### config.mk
export PLATFORM = sky130hd
export DESIGN_NAME = cam_array
export DESIGN_NICKNAME = d
export VERILOG_FILES = /design/src/rtl/cam_pkg.sv /design/src/rtl/cam_op_decode.sv /design/src/rtl/cam_word.sv /design/src/rtl/cam_read_mux.sv /design/src/rtl/cam_array.sv
export SDC_FILE = /design/constraint.sdc
export NUM_CORES = 1
export LEC_CHECK = 0
export BUFFER_PORTS_ARGS = -buffer_cell sky130_fd_sc_hd__buf_2
export CAP_MARGIN = 20
export CORE_MARGIN = 2
export CORE_UTILIZATION = 40
export CTS_BUF_LIST = sky130_fd_sc_hd__clkbuf_4
export DETAILED_ROUTE_END_ITERATION = 6
export PLACE_DENSITY_LB_ADDON = 0.05
export SYNTH_ARGS = -nofsm -noshare
export SYNTH_HDL_FRONTEND = slang
export SYNTH_SLANG_ARGS = --single-unit
### constraint.sdc
create_clock -name clk -period 3.55 [get_ports clk]
set_clock_uncertainty 0.15 [all_clocks]
set_input_delay 0.355 -clock clk [delete_from_list [all_inputs] [get_ports clk]]
set_output_delay 0.355 -clock clk [all_outputs]
set_load 0.01 [all_outputs]
### src/rtl/cam_pkg.sv
package cam_pkg;

    // The operation chosen for the current cycle after arbitration.
    typedef enum logic [1:0] {
        OP_IDLE  = 2'd0,
        OP_WRITE = 2'd1,
        OP_CMP   = 2'd2,
        OP_READ  = 2'd3
    } cam_op_e;

endpackage

### src/rtl/cam_op_decode.sv
module cam_op_decode
    import cam_pkg::*;
(
    input  logic    wr_req,
    input  logic    cmp_req,
    input  logic    rd_req,
    output cam_op_e op
);

    // Fixed priority: a write wins over a compare, and a compare wins over a read.
    always_comb begin
        op = OP_IDLE;
        if (wr_req) begin
            op = OP_WRITE;
        end else if (cmp_req) begin
            op = OP_CMP;
        end else if (rd_req) begin
            op = OP_READ;
        end
    end

endmodule

### src/rtl/cam_word.sv
module cam_word #(
    parameter int WIDTH = 8
) (
    input  logic             clk,
    input  logic             rst_n,
    input  logic             load,
    input  logic [WIDTH-1:0] wdata,
    input  logic [WIDTH-1:0] key,
    output logic [WIDTH-1:0] word,
    output logic             hit
);

    typedef struct packed {
        logic [WIDTH-1:0] data;
        logic             occupied;
    } slot_t;

    slot_t slot_d, slot_q;
    logic [WIDTH-1:0] bit_eq;

    // Next-state logic: a load stores the word and marks the slot as occupied.
    always_comb begin
        slot_d = slot_q;
        if (load) begin
            slot_d.data     = wdata;
            slot_d.occupied = 1'b1;
        end
    end

    always_ff @(posedge clk or negedge rst_n) begin
        if (!rst_n) begin
            slot_q <= '0;
        end else begin
            slot_q <= slot_d;
        end
    end

    // One equality cell per bit. The match line is the AND of all cells,
    // qualified by the occupied flag.
    for (genvar b = 0; b < WIDTH; b++) begin : g_bit
        assign bit_eq[b] = ~(slot_q.data[b] ^ key[b]);
    end

    assign hit  = slot_q.occupied & (&bit_eq);
    assign word = slot_q.data;

endmodule

### src/rtl/cam_read_mux.sv
module cam_read_mux #(
    parameter int WORDS  = 4,
    parameter int WIDTH  = 8,
    parameter int ADDR_W = 2
) (
    input  logic [WORDS-1:0][WIDTH-1:0] words,
    input  logic [ADDR_W-1:0]           addr,
    output logic [WIDTH-1:0]            rdata
);

    // An address that selects no slot reads as zero.
    always_comb begin
        rdata = '0;
        for (int i = 0; i < WORDS; i++) begin
            if (addr == ADDR_W'(i)) begin
                rdata = words[i];
            end
        end
    end

endmodule

### src/rtl/cam_array.sv
module cam_array
    import cam_pkg::*;
#(
    parameter int WORDS  = 4,
    parameter int WIDTH  = 8,
    parameter int ADDR_W = (WORDS > 1) ? $clog2(WORDS) : 1
) (
    input  logic              clk,
    input  logic              rst_n,
    input  logic [ADDR_W-1:0] addr,
    input  logic [WIDTH-1:0]  data_in,
    input  logic              wr_en,
    input  logic              rd_en,
    input  logic              cmp_en,
    output logic [WIDTH-1:0]  rd_data,
    output logic              rd_valid,
    output logic [WORDS-1:0]  match_vec,
    output logic              miss,
    output logic              cmp_valid
);

    typedef struct packed {
        logic [WIDTH-1:0] rd_data;
        logic             rd_valid;
        logic [WORDS-1:0] match;
        logic             miss;
        logic             cmp_valid;
    } result_t;

    cam_op_e                     op;
    logic [WORDS-1:0]            load;
    logic [WORDS-1:0]            hits;
    logic [WORDS-1:0][WIDTH-1:0] words;
    logic [WIDTH-1:0]            sel_word;
    result_t                     res_d, res_q;

    cam_op_decode u_decode (
        .wr_req  (wr_en),
        .cmp_req (cmp_en),
        .rd_req  (rd_en),
        .op      (op)
    );

    // One storage slot and comparator per word. A slot loads only on a
    // write that addresses it, so a compare can never change a slot.
    for (genvar i = 0; i < WORDS; i++) begin : g_slot
        assign load[i] = (op == OP_WRITE) && (addr == ADDR_W'(i));

        cam_word #(.WIDTH(WIDTH)) u_word (
            .clk   (clk),
            .rst_n (rst_n),
            .load  (load[i]),
            .wdata (data_in),
            .key   (data_in),
            .word  (words[i]),
            .hit   (hits[i])
        );
    end

    cam_read_mux #(.WORDS(WORDS), .WIDTH(WIDTH), .ADDR_W(ADDR_W)) u_rmux (
        .words (words),
        .addr  (addr),
        .rdata (sel_word)
    );

    // Result registers: the valid pulses last one cycle, and the data
    // fields hold until the next result of the same kind.
    always_comb begin
        res_d           = res_q;
        res_d.rd_valid  = 1'b0;
        res_d.cmp_valid = 1'b0;
        unique case (op)
            OP_CMP: begin
                res_d.match     = hits;
                res_d.miss      = ~|hits;
                res_d.cmp_valid = 1'b1;
            end
            OP_READ: begin
                res_d.rd_data  = sel_word;
                res_d.rd_valid = 1'b1;
            end
            default: ;
        endcase
    end

    always_ff @(posedge clk or negedge rst_n) begin
        if (!rst_n) begin
            res_q      <= '0;
            res_q.miss <= 1'b1;
        end else begin
            res_q <= res_d;
        end
    end

    assign rd_data   = res_q.rd_data;
    assign rd_valid  = res_q.rd_valid;
    assign match_vec = res_q.match;
    assign miss      = res_q.miss;
    assign cmp_valid = res_q.cmp_valid;

endmodule

# Yosys cells after proc, flatten, opt, wreduce, memory -nomap -nowiden
# Index checks and enable logic that the tools add are counted.
dict set report totals {
  regBits 51
  inputBits 15
}
dict set report op_classes {
  n_eq_ne 6
  n_mux 9
  bitwise_logic 68
  n_reduce_logical 11
}
# operator n
set ops {}
lappend ops {{$mux 8} 4}
lappend ops {{$not 1->1} 32}
lappend ops {{$reduce_and 8->1} 4}
lappend ops {{$xor 1x1->1} 32}
lappend ops {{$eq 2x2->1 const B} 4}
lappend ops {{$mux 2} 3}
lappend ops {{$and 1x1->1} 4}
lappend ops {{$eq 2x1->1 const B} 2}
lappend ops {{$logic_and 1x1->1} 4}
lappend ops {{$reduce_or 4->1} 1}
lappend ops {{$logic_not 2->1} 1}
lappend ops {{$mux 1} 2}
lappend ops {{$logic_not 1->1} 1}

# Depth between registers and ports, before layout
dict set report logic_depth {
  word_depth 6
  ltp_mapped 6
}

# By module
# A second synthesis with hierarchy kept.
dict set report hier_totals {
  cells_unflattened 208
  hier_area_um2 2911.5
}
# mod instances cells_each area_per_inst_um2
set by_module_without_submodules {}
lappend by_module_without_submodules {cam_word 4 39 518.0}
lappend by_module_without_submodules {cam_array 1 38 624.3}
lappend by_module_without_submodules {cam_read_mux 1 10 196.4}
lappend by_module_without_submodules {cam_op_decode 1 4 18.8}

# Least setup slack after synthesis
# OpenSTA, ideal clock, no wires.
dict set report synth_path {
  path_kind {input port to flip-flop}
  startpoint {input port addr[0]}
  endpoint {register res_q (netlist bit rd_data[1])}
  arrival_ns 1.239
  required_ns 3.275
  slack_ns 2.036
  cell_stages 3
  n_path_buf 1
  path_cell_list {buf_6 mux4_2 mux2_4}
}
dict set report synth_via {
  elab_chain_len 5
  elab_cells_between_ends 8
}
# item line
set synth_lines {}
lappend synth_lines {{start: declaration} cam_array.sv:10} ;# input logic [ADDR_W-1:0] addr,
lappend synth_lines {{$logic_not 2->1} cam_read_mux.sv:15} ;# if (addr == ADDR_W'(i)) begin
lappend synth_lines {{$mux 8 (3 in a row)} cam_read_mux.sv:15}
lappend synth_lines {{$mux 8 *} cam_read_mux.sv:15}
lappend synth_lines {{end signal: assignment} cam_array.sv:91} ;# res_q <= res_d;
lappend synth_lines {{end: declaration} cam_array.sv:35} ;# result_t res_d, res_q;
# Every way passes the cells marked *; elsewhere a longest branch is shown, timed or not.
# A chain may end at the register's enable or synchronous reset.

# Worst setup path in the final report
dict set report layout_path {
  startpoint {input port wr_en}
  endpoint {register res_q (netlist bit rd_data[5])}
}
dict set report layout_via {
  elab_chain_len 2
}
# item line
set layout_lines {}
lappend layout_lines {{start: declaration} cam_array.sv:12} ;# input logic wr_en,
lappend layout_lines {{$mux 2} cam_op_decode.sv:13} ;# if (wr_req) begin
lappend layout_lines {{$eq 2x2->1} cam_array.sv:72} ;# unique case (op)
# No other way between the ends.

==> run_results.csv <==
group,metric,value,unit
pwr,p_seq_frac,0.551,
yosys,synth_seq_cells,51,
layout,final_layout_size_suffix_gt1_frac,0.451,
pwr,internal-power,0.990,mW
timing,setup-tns-final,0,ns
floorplanning,ioPinCount,30,
floorplanning,initial_core_util,0.420,
pwr,p_clk_frac,0.193,
pwr,comb_power_share,0.256,
clock_network,h-tree-depth,2,
clock_network,cts_resized,0,
pwr,p_total,1.40,mW
layout,diodes,0,
placed_design,place.gp.congestion,0.728,
floorplanning,die_h,83.5,um
yosys,synthDistinctLibCells,26,
placed_design,numPortBuffers,29,
layout,fillers,582,
clock_network,clockBufferDepth,2,
run,cap_violations,0,
timing,fmax,617,MHz
worst_setup_path,critical_path_required,3.66,ns
yosys,syn_nets,192,
clock_network,cts-root-buf,"clkbuf_4",
floorplanning,dieWidth,83.5,um
timing,holdWs,0.144,ns
timing,worst_pin_slew,0.987,ns
clock_network,insertion_delay,0.36,ns
placed_design,dp.cells,270,
placed_design,hpwl,3.72,mm
pwr,power_density,505,nW/um^2
grt,grt_max_degree,37,
timing,slew_headroom,0.339,
yosys,synth_edf_count,0,
pwr,p_sw_frac,0.293,
yosys,async_flop_share,1.00,
yosys,synthFlopType,"dfrtp_1",
timing,fin_crit,1.62,ns
layout,layout_commonest_cell,"dfrtp_1",
worst_setup_path,slowest_stage,"nor3b_2",
timing,setup_viol,0,
timing,hold_viol,0,
worst_setup_path,critPathKind,"in2reg",
layout,design_area,2780,sq um
yosys,syn_area,2530,sq um
layout,final_cell_mix,"50 x dfrtp_1, 37 x mux2_2, 29 x buf_2",
yosys,syn_avg_cell_area,14.3,sq um
floorplanning,rows,28,
timing,rsz0062_at_grt,"false",
worst_setup_path,end_kind,"flop",
worst_setup_path,cp_cell_sequence,"buf_2 > nor3b_2 > mux2_2",
routing,avgViaCountPerCell,5.20,
floorplanning,die-area,6980,sq um
routing,wl_per_cell,18.8,um
worst_setup_path,cp_slowest_stage_delay,0.80,ns
grt,grt_pass1_vias,1548,
clock_network,cts_made_buffers,5,
clock_network,cts_tree,"yes",
outcome,status,"finished, final reports clean",
clock_network,cts_sinks,51,
layout,final_net_count,218,
pwr,leakage,1.20,nW
routing,ant_nets,0,
worst_setup_path,start_kind,"primary input",
yosys,synthCells,177,
placed_design,dpl_cell_area,2710,sq um
grt,track_usage,0.156,
pwr,ir_worst_vdd,0.182,mV
clock_network,cts.clk_slew.worst_paths,0.14,ns
pwr,switchingPower,0.410,mW
routing,drc_errors,0,
worst_setup_path,critPathMaxFanout,9,
routing,route.vias.total,1450,
yosys,yosys_warnings,0,
layout,area_growth,9.69,%
routing,detail_route.first_pass.iterations,4,
timing,period_share,0.457,
yosys,seq_area_frac_synth,0.505,
routing,finalWirelength,5.24,mm
grt,antenna_found_initial,0,
layout,final_cells,279,
worst_setup_path,critPathArrivalTime,1.73,ns
routing,drt_iter0_markers,58,
min_path,hp-class,"in2reg",
grt,overflow,0,
grt,grt_pass1_wl,8.34,mm
floorplanning,core-area,6030,sq um
timing,drv_slew,0,
[cell usage after synthesis, types with 2 or more instances]
library cell | n | area share
mux2_2 | 37 | 0.16
mux4_2 | 5 | 0.045
mux2_4 | 5 | 0.030
nand2b_1 | 4 | 0.0099
xnor2_1 | 18 | 0.062
nor4_1 | 2 | 0.0049
nand4_1 | 4 | 0.0099
xor2_1 | 14 | 0.048
nand2_1 | 6 | 0.0089
nor3_1 | 4 | 0.0079
mux4_1 | 3 | 0.031
nand3b_2 | 2 | 0.0089
dfrtp_1 | 50 | 0.49
buf_4 | 8 | 0.024
buf_2 | 2 | 0.0040
o21ai_0 | 2 | 0.0040
nand3_1 | 2 | 0.0040
[power groups by stage]
stage	sequential [mW]	clock [mW]	combinational, mW
global route	0.785	0.307	0.391
detailed placement	0.783	0	0.363
floorplan	0.780	0	0.247
CTS	0.772	0.283	0.366
global placement	0.777	0	0.357
finish	0.772	0.270	0.358
[path summary, 6_finish.rpt]
path	startpoint	end	slack [ns]	cells after the start
setup / recovery	wr_en	rd_data[5]$_DFFE_PN0P_	1.93	3
hold / removal	cmp_en	rd_valid$_DFF_PN0_	0.14	2
setup reg to reg	g_slot[3].u_word.word[2]$_DFFE_PN0P_	match_vec[3]$_DFFE_PN0P_	1.95	4
hold reg to reg	g_slot[1].u_word.slot_q[0]$_DFFE_PN0P_	g_slot[1].u_word.slot_q[0]$_DFFE_PN0P_	0.33	1
max in group asynchronous	rst_n	miss$_DFFE_PN1P_	2.37	3
min in group asynchronous	rst_n	rd_data[3]$_DFFE_PN0P_	0.29	2
[flip-flops by register name, summed over array words and instances (netlist names)]
signal,flops
g_slot.u_word.word,32
rd_data,8
g_slot.u_word.slot_q,4
match_vec,4
cmp_valid,1
miss,1
rd_valid,1
[cell families (layout without fill, tap and decap cells)]
family | Yosys count | in the layout | share of synthesized area
buf+inv | 13 | 40 | 0.0356
xor+xnor | 32 | 32 | 0.111
compound gates | 3 | 3 | 0.00742
flops | 51 | 51 | 0.505
mux | 50 | 50 | 0.270
simple gates | 28 | 28 | 0.0712
[cell type report]
class	count	area, sq um	area share
repair buffers	31	175	0.0631
flip-flops and latches	51	1280	0.460
clock buffers	7	52.6	0.0189
multi-input cells	113	1170	0.421
inverters	1	3.75	0.00135
well taps	75	93.8	0.0338
clock inverters	1	5.00	0.00180
[through the flow]
stage,worst slack (ns),utilization
2_1_floorplan,2.04,-
3_3_place_gp,1.51,0.446
3_5_place_dp,1.49,0.449
4_1_cts,1.90,0.461
5_1_grt,1.79,0.461
6_report,1.93,0.461
[repair_timing]
item | 4_1_cts | 5_1_grt
buffers inserted | 0 | 0
hold endpoints to repair | 15 | 0
hold buffers | 1 | 0
endpoints found under the setup margin | 0 | 0
[critical path: cells and delay by family]
kind	cells	cell delay, ns
mux	1	0.42
simple gates	1	0.80
buf+inv	1	0.15
[per-layer routing]
layer	share of wire	wire, um	global-route usage
met2	0.49	2590	0.268
met5	0	0	0
met4	0.011	59	0.0396
met1	0.45	2380	0.199
met3	0.041	217	0.0366
Power figures use the tool's default switching activity.
